==> src/rtl/irq_flag_reg.sv <==
module irq_flag_reg #(
  parameter bit FULL_SET = 1'b1
) (
  input  logic       clk,
  input  logic       rst_n,
  input  logic       timer_wrap,
  input  logic       xfer_done,
  input  logic [4:0] ext_pin,
  input  logic [4:0] pin_irq_mode,
  input  logic [4:0] edge_rise,
  input  logic       wr_en,
  input  logic [7:0] wr_data,
  input  logic [7:0] irq_en,
  output logic [7:0] rd_data,
  output logic       irq_out
);
  localparam logic [7:0] IMPL  = FULL_SET ? 8'hDF : 8'h9B;
  localparam logic [7:0] FIXED = 8'h20;

  logic [4:0] s1, s2, s3;
  logic [4:0] rise, fall, pin_hit;
  logic [7:0] flags, set_v, clr_v;

  always_ff @(posedge clk or negedge rst_n)
    if (!rst_n) begin
      s1 <= '0;
      s2 <= '0;
      s3 <= '0;
    end else begin
      s1 <= ext_pin;
      s2 <= s1;
      s3 <= s2;
    end

  assign rise    = s2 & ~s3;
  assign fall    = ~s2 & s3;
  assign pin_hit = pin_irq_mode & ((edge_rise & rise) | (~edge_rise & fall));

  assign set_v = {timer_wrap, xfer_done, 1'b0, pin_hit} & IMPL;
  assign clr_v = {8{wr_en}} & ~wr_data & flags;

  always_ff @(posedge clk or negedge rst_n)
    if (!rst_n) flags <= '0;
    else        flags <= (set_v | (flags & ~clr_v)) & IMPL;

  assign rd_data = flags | FIXED;
  assign irq_out = |(flags & irq_en);
endmodule


==> config.mk <==
export PLATFORM = sky130hd
export DESIGN_NAME = irq_flag_reg
export DESIGN_NICKNAME = d
export VERILOG_FILES = /design/src/rtl/irq_flag_reg.sv
export SDC_FILE = /design/constraint.sdc
export NUM_CORES = 1
export LEC_CHECK = 0
export ABC_CLOCK_PERIOD_IN_PS = 1100
export BUFFER_PORTS_ARGS = -buffer_cell sky130_fd_sc_hd__buf_2
export CORE_UTILIZATION = 35
export CTS_CLUSTER_DIAMETER = 30
export CTS_CLUSTER_SIZE = 10
export DETAILED_ROUTE_END_ITERATION = 6
export PLACE_DENSITY = 0.68
export SYNTH_ARGS = -nofsm -noshare
export SYNTH_HDL_FRONTEND = slang
export SYNTH_SLANG_ARGS = --single-unit
==> constraint.sdc <==
create_clock -name clk -period 1.1 [get_ports clk]
set_input_delay 0.22 -clock clk [delete_from_list [all_inputs] [get_ports clk]]
set_output_delay 0.22 -clock clk [all_outputs]
set_load 0.02 [all_outputs]
==> Implementation_results.wiki, run 1 <==
{| class="wikitable"
! Metric !! Value
|-
| # DRC || 0
|-
| H-tree levels || 1
|-
| Overall global routing resource usage || 0.129
|-
| Clock tree skew after final layout || 2.63 ps
|-
| Placeable Area || 0.00219 mm^2
|-
| Via count of the first global-routing pass || 547
|-
| Number of antenna violations at the first check in global routing || 0
|-
| Pwr Density || 1360 mW/mm^2
|-
| Antenna-violating nets left || 0
|-
| Total via count after detailed routing || 636
|-
| Number of cells on the worst reg-to-reg path || 3
|-
| Drt pass-1 iters || 4
|-
| Maximum fanout along the worst path || 2
|-
| Setup slack after layout || -423 ps
|-
| Fmax || 656 MHz
|-
| Syn Inst Count || 52
|-
| Final Hold Fails || 0
|-
| Diode count || 0
|-
| DIE WIDTH || 50.0 um
|-
| Reg2reg end || flags[0]
|-
| Violated checks || negative setup slack
|-
| Count of buffers inserted at the top-level ports || 41
|-
| Count of max-cap constraint violations || 0
|-
| Routed length per instance || 11.6 um
|-
| Post-route non-filler standard cell count || 135
|-
| Die footprint || 0.00250 mm^2
|-
| First element of the critical path || flags[0]
|-
| Arrival time of data at the critical path endpoint || 1300 ps
|-
| Io pins || 45
|-
| Number of clock sinks || 22
|-
| Maximum number of pins on one net before global-route repair || 23
|-
| Distinct cell type count after synthesis || 11
|-
| Post-synthesis area per instance || 15.5 um^2
|-
| Worst min path class || in -> reg
|-
| Mapped Nets || 88
|-
| First-pass GRT wire length || 2.35 mm
|-
| Routability Congestion || 0.612
|-
| Clock transition at path regs || 110 ps
|-
| Number of slew-limit violations in the final report || 0
|-
| Layout overhead on the synthesized area || 51.6%
|-
| Most common library cell in the layout ignoring fill and taps || sky130_fd_sc_hd__buf_2
|-
| Total Wirelength || 1.56 mm
|-
| Final layout net count || 144
|-
| Initial Utilization || 0.368
|-
| Fraction of final layout cells sized beyond drive strength 1 || 0.551
|-
| Site Rows || 17
|-
| Setup crit start kind || register
|-
| Minimum period implied by the final worst setup slack || 1520 ps
|-
| Setup repair after global routing missed its margin || true
|-
| Design Power || 0.00167 W
|-
| Outcome || finished, violations left
|-
| Buffer type at the clock tree root || sky130_fd_sc_hd__clkbuf_4
|-
| Global route overflow || 0
|-
| Startpoint-to-endpoint class of the critical path || reg -> out
|-
| First-iteration detailed-routing DRC count || 8
|-
| Clock insertion delay at the later pin of the skew report || 300 ps
|-
| Post-synthesis instance area || 807 um^2
|-
| Final period util || 1.38
|-
| CTS tree || yes
|-
| Number of clock buffers inserted by TritonCTS || 3
|-
| Endpoint kind of the worst setup timing path || output port
|-
| Synth Register Bits || 22
|-
| Most frequent cells in the layout || sky130_fd_sc_hd__buf_2 (35), sky130_fd_sc_hd__dfrtp_1 (20), sky130_fd_sc_hd__buf_6 (10)
|-
| Sequential-to-total area share from yosys stat || 0.682
|-
| Worst reg2reg path startpoint || flags[0]
|-
| Reg2Reg Setup Slack || 80 ps
|-
| Cell leakage power || 0.630 nW
|-
| Setup TNS || -899 ps
|-
| Dpl cells || 124
|-
| Average vias per placed instance || 4.71
|-
| VDD IR max || 0.832 mV
|-
| Final setup vio count || 6
|-
| Synth warnings || 0
|-
| Timing endpoint of the critical path || irq_out
|-
| Maximum clock path buffer count || 2
|-
| Floorplan die height || 50.0 um
|-
| Required time worst endpoint || 880 ps
|}
## worst max-delay path, stage by stage (launching register included)
cell and delay [ps]:
sky130_fd_sc_hd__dfrtp_2 420, sky130_fd_sc_hd__a222oi_1 320, sky130_fd_sc_hd__nand3_1 110, sky130_fd_sc_hd__buf_2 170
## how the worst min path moves through the flow
stage / to / depth (start not counted) / startpoint / slack, ps
finish: s1[3] / 1 / ext_pin[3] / 20
global route: s1[3] / 1 / ext_pin[3] / 0.4
CTS: s1[4] / 1 / ext_pin[4] / 6
detailed placement: s3[1] / 1 / rst_n / 200
global placement: flags[1] / 1 / rst_n / 190
floorplan: flags[0] / 0 / rst_n / -80
## final cells by class
class                           count  area, um^2
Fill cell                         185         967
Sequential cell                    22         553
Timing Repair Buffer               52         350
Multi-Input combinational cell     29         249
Clock buffer                        4        36.3
Tap cell                           28        35.0
## per-layer routing
metal  track usage  part of all wire  vias up
li1              -                 -      308
met1         0.184              0.46      298
met4        0.0857             0.019        0
met2         0.173              0.45       26
met3        0.0278             0.070        4
met5             0                 0        -
## through the flow
| stage | utilization | hold slack, ps | setup WS [ps] | instance area [um^2] |
|---|---|---|---|---|
| final | 0.559 | 17.2 | -423 | 1220 |
| after global routing | 0.559 | 0.373 | -511 | 1220 |
| after detailed placement | 0.489 | 198 | -82.9 | 1070 |
| after CTS | 0.537 | 6.32 | -431 | 1180 |
| after floorplan | - | -75.6 | -99.5 | 810 |
| after global placement | 0.489 | 195 | -58.3 | 1070 |
## repair_timing
item / CTS / global route
pin swaps: 0 / 1
hold endpoints to repair: 22 / 3
hold buffers: 1 / 3
setup buffers: 3 / 2
gates resized for setup: 13 / 3
endpoints found under the setup margin: 8 / 8
cloned: 0 / 0
## cell families (layout without fill, tap and decap cells)
family          after synthesis  in the layout  share of synthesized area
compound gates               10             10                      0.104
simple gates                 18             18                      0.200
buf+inv                       1             56                    0.00931
other cells                   1              1                    0.00465
flops                        22             22                      0.682
## cell usage after synthesis
cell,n,area (um^2)
sky130_fd_sc_hd__and4b_1,5,50.1
sky130_fd_sc_hd__buf_4,1,7.51
sky130_fd_sc_hd__and4bb_2,5,62.6
sky130_fd_sc_hd__a22oi_1,2,15.0
sky130_fd_sc_hd__a21o_1,2,15.0
sky130_fd_sc_hd__dfrtp_1,22,551
sky130_fd_sc_hd__nand2b_1,7,43.8
sky130_fd_sc_hd__conb_1,1,3.75
sky130_fd_sc_hd__nand3_1,1,5.00
sky130_fd_sc_hd__a211o_1,5,43.8
sky130_fd_sc_hd__a222oi_1,1,10.0
## flip-flops by register name, indices dropped and copies added (netlist names)
| register | flops |
|---|---|
| s1 | 5 |
| flags | 7 |
| s3 | 5 |
| s2 | 5 |
## power by group
group	leakage, nW	internal [W]	switching, W	total [W]
combinational	0.354	0.000202	0.000140	0.000341
clock	0.0210	0.000202	0.000218	0.000419
sequential	0.255	0.000869	0.0000352	0.000904
(Power assumes the default switching activity.)
==> inputs of run 2 (changes only) <==
--- a/config.mk
+++ b/config.mk
@@ -5,13 +5,13 @@
 export SDC_FILE = /design/constraint.sdc
 export NUM_CORES = 1
 export LEC_CHECK = 0
-export ABC_CLOCK_PERIOD_IN_PS = 1100
+export ABC_CLOCK_PERIOD_IN_PS = 1300
 export BUFFER_PORTS_ARGS = -buffer_cell sky130_fd_sc_hd__buf_2
 export CORE_UTILIZATION = 35
 export CTS_CLUSTER_DIAMETER = 30
 export CTS_CLUSTER_SIZE = 10
 export DETAILED_ROUTE_END_ITERATION = 6
-export PLACE_DENSITY = 0.68
+export PLACE_DENSITY = 0.7
 export SYNTH_ARGS = -nofsm -noshare
 export SYNTH_HDL_FRONTEND = slang
 export SYNTH_SLANG_ARGS = --single-unit
==> constraint.sdc (replaced) <==
create_clock -name clk -period 1.3 [get_ports clk]
set_input_delay 0.26 -clock clk [delete_from_list [all_inputs] [get_ports clk]]
set_output_delay 0.26 -clock clk [all_outputs]
set_load 0.02 [all_outputs]
==> Implementation_results.wiki, run 2 (synthesized netlist as in run 1, its figures left out) <==
{| class="wikitable"
! Metric !! Value
|-
| Buffer type at the clock tree root || sky130_fd_sc_hd__clkbuf_4
|-
| Violated checks || negative setup slack
|-
| Largest register by flop count || flags
|-
| Final setup vio count || 1 (-5)
|-
| Fraction of final layout cells sized beyond drive strength 1 || 0.515 (-0.0359)
|-
| First-iteration detailed-routing DRC count || 7 (-1)
|-
| Floorplan die height || 50.0 um (unchanged)
|-
| Startpoint-to-endpoint class of the critical path || reg -> out
|-
| Overall global routing resource usage || 0.138 (+0.00869)
|-
| First-pass GRT wire length || 2.46 mm (+5.0%)
|-
| Number of slew-limit violations in the final report || 0 (unchanged)
|-
| Final Hold Fails || 0 (unchanged)
|-
| Most frequent cells in the layout || sky130_fd_sc_hd__buf_2 (41), sky130_fd_sc_hd__dfrtp_1 (22), sky130_fd_sc_hd__nand2b_1 (7)
|-
| Sum of net half-perimeters after detailed placement || 1.21 mm
|-
| Clock insertion delay at the later pin of the skew report || 300 ps (about the same)
|-
| Drt pass-1 iters || 4 (unchanged)
|-
| Number of antenna violations at the first check in global routing || 0 (unchanged)
|-
| VDD IR max || 0.654 mV (-21%)
|-
| Setup slack after layout || -327 ps (+96.5 ps)
|-
| Diode count || 0 (unchanged)
|-
| Worst min path class || in -> reg
|-
| # DRC || 0 (unchanged)
|-
| Global route overflow || 0 (unchanged)
|-
| Count of buffers inserted at the top-level ports || 41 (unchanged)
|-
| CTS tree || yes
|-
| Final period util || 1.25
|-
| Design Power || 0.00133 W (-20%)
|-
| Endpoint kind of the worst setup timing path || output port
|-
| Antenna-violating nets left || 0 (unchanged)
|-
| Part of the power in combinational logic || 0.150 (-0.055)
|-
| Cell-internal power || 0.00100 W (-21%)
|-
| Outcome || finished, violations left
|-
| Placeable Area || 0.00219 mm^2 (unchanged)
|-
| Cell depth of the worst hold path || 1 (unchanged)
|-
| Seq pwr share || 0.576 (+0.033)
|-
| Most common library cell in the layout ignoring fill and taps || sky130_fd_sc_hd__buf_2
|-
| First element of the critical path || flags[0]
|-
| WHS || 53.1 ps (+35.8 ps)
|-
| DIE WIDTH || 50.0 um (unchanged)
|-
| Count of max-cap constraint violations || 0 (unchanged)
|-
| Minimum period implied by the final worst setup slack || 1630 ps
|-
| Initial Utilization || 0.368 (unchanged)
|-
| Maximum number of pins on one net before global-route repair || 23 (unchanged)
|-
| Number of cells on the worst reg-to-reg path || 2 (-1)
|-
| Routed length per instance || 12.5 um (+7.8%)
|-
| Hold path start || ext_pin[1]
|-
| Final layout net count || 134 (-6.9%)
|-
| Setup crit start kind || register
|-
| Number of flip-flops under the largest register name || 7 (unchanged)
|-
| Worst reg2reg path startpoint || s3[3]
|-
| Maximum fanout along the worst path || 3 (+1)
|-
| Io pins || 45 (unchanged)
|-
| Total via count after detailed routing || 624 (-1.9%)
|-
| Arrival time of data at the critical path endpoint || 1370 ps (+70 ps)
|-
| Average vias per placed instance || 4.99 (+6.0%)
|-
| Cell leakage power || 0.568 nW (-9.9%)
|-
| Fraction of power spent switching nets || 0.245 (+0.00922)
|-
| Die footprint || 0.00250 mm^2 (unchanged)
|-
| Reg2Reg Setup Slack || 320 ps (+240 ps)
|-
| H-tree levels || 1 (unchanged)
|-
| Highest-delay cell along the critical path || sky130_fd_sc_hd__dfrtp_1
|-
| Maximum clock path buffer count || 2 (unchanged)
|-
| Switching Power || 0.000326 W (-17%)
|-
| Pwr Density || 1220 mW/mm^2 (-10%)
|-
| Reg2reg end || flags[3]
|-
| Total Wirelength || 1.56 mm (-0.19%)
|-
| End point of the worst hold path || s1[1]
|-
| FILL cells || 207 (+12%)
|-
| Via count of the first global-routing pass || 578 (+5.7%)
|-
| Worst path cell trace || a222oi_1, nand3_1, buf_2
|-
| Number of clock sinks || 22 (unchanged)
|-
| Clock transition at path regs || 110 ps (about the same)
|-
| Routability Congestion || 0.644 (+5.2%)
|-
| Clock tree skew after final layout || 1.73 ps (-0.901 ps)
|-
| Number of clock buffers inserted by TritonCTS || 3 (unchanged)
|-
| Largest incremental delay on the critical path || 410 ps (about the same)
|-
| Site Rows || 17 (unchanged)
|-
| Layout overhead on the synthesized area || 34.6%
|-
| Required time worst endpoint || 1040 ps (+160 ps)
|-
| Setup repair after global routing missed its margin || true
|-
| Fmax || 615 MHz
|-
| Fraction of power consumed by the clock network || 0.274 (+0.022)
|}
## run 2: cell count changes in the layout (fill, tap and decap cells not counted)
cell / previous run / this run
sky130_fd_sc_hd__buf_6: 10 / 0
sky130_fd_sc_hd__dfrtp_1: 20 / 22
sky130_fd_sc_hd__dfrtp_2: 2 / 0
sky130_fd_sc_hd__buf_2: 35 / 41
sky130_fd_sc_hd__dlygate4sd3_1: 4 / 1
sky130_fd_sc_hd__buf_4: 3 / 0
## run 2: how the worst max path moves through the flow
stage | to | slack [ps] | cells past startpoint
finish | irq_out | -330 | 3
global route | irq_out | -350 | 3
CTS | irq_out | -330 | 3
detailed placement | irq_out | 20 | 3
global placement | irq_out | 20 | 3
floorplan | irq_out | 40 | 2
## run 2: per-stage QoR
step                instances  cell area [um^2]  setup TNS, ps   util  setup slack (ps)
finish                    125              1090           -327  0.496              -327
global route              125              1090           -353  0.496              -353
CTS                       125              1090           -335  0.496              -335
detailed placement        120              1040              0  0.475              18.7
global placement          120              1040              0  0.475              15.4
floorplan                  52               807              0      -              40.3
## run 2: worst max-delay path: cells and delay by family (launching register included)
family / cells / cell delay (ps)
and+or+nand+nor: 1 / 110
buffers and inverters: 1 / 180
AOI/OAI and AO/OA: 1 / 370
DFF: 1 / 410
## run 2: power by group through the flow
stage	Clock [W]	Combinational [W]	Sequential (W)
6_report	0.000365	0.000199	0.000765
5_1_grt	0.000398	0.000216	0.000773
4_1_cts	0.000381	0.000203	0.000766
3_5_place_dp	0	0.000199	0.000780
3_3_place_gp	0	0.000195	0.000777
2_1_floorplan	0	0.0000623	0.000807
## run 2: timing repair
| action | CTS | global route |
|---|---|---|
| resized for setup | 0 | 0 |
| hold endpoints to repair | 22 | 0 |
| endpoints found under the setup margin | 1 | 1 |
| buffers inserted | 0 | 0 |
| hold buffers | 1 | 0 |
## run 2: layer usage
metal,vias to the layer above,global-route usage,part of all wire
met5,-,0,0
met4,0,0.100,0.021
met3,4,0.0185,0.051
met2,24,0.220,0.50
met1,309,0.168,0.42
li1,287,-,-
## run 2: layout make-up
| class | count | area [um^2] | area share |
|---|---|---|---|
| Clock buffer | 4 | 36.3 | 0.0334 |
| Multi-Input combinational cell | 29 | 249 | 0.229 |
| Sequential cell | 22 | 551 | 0.507 |
| Tap cell | 28 | 35.0 | 0.0323 |
| Timing Repair Buffer | 42 | 215 | 0.198 |
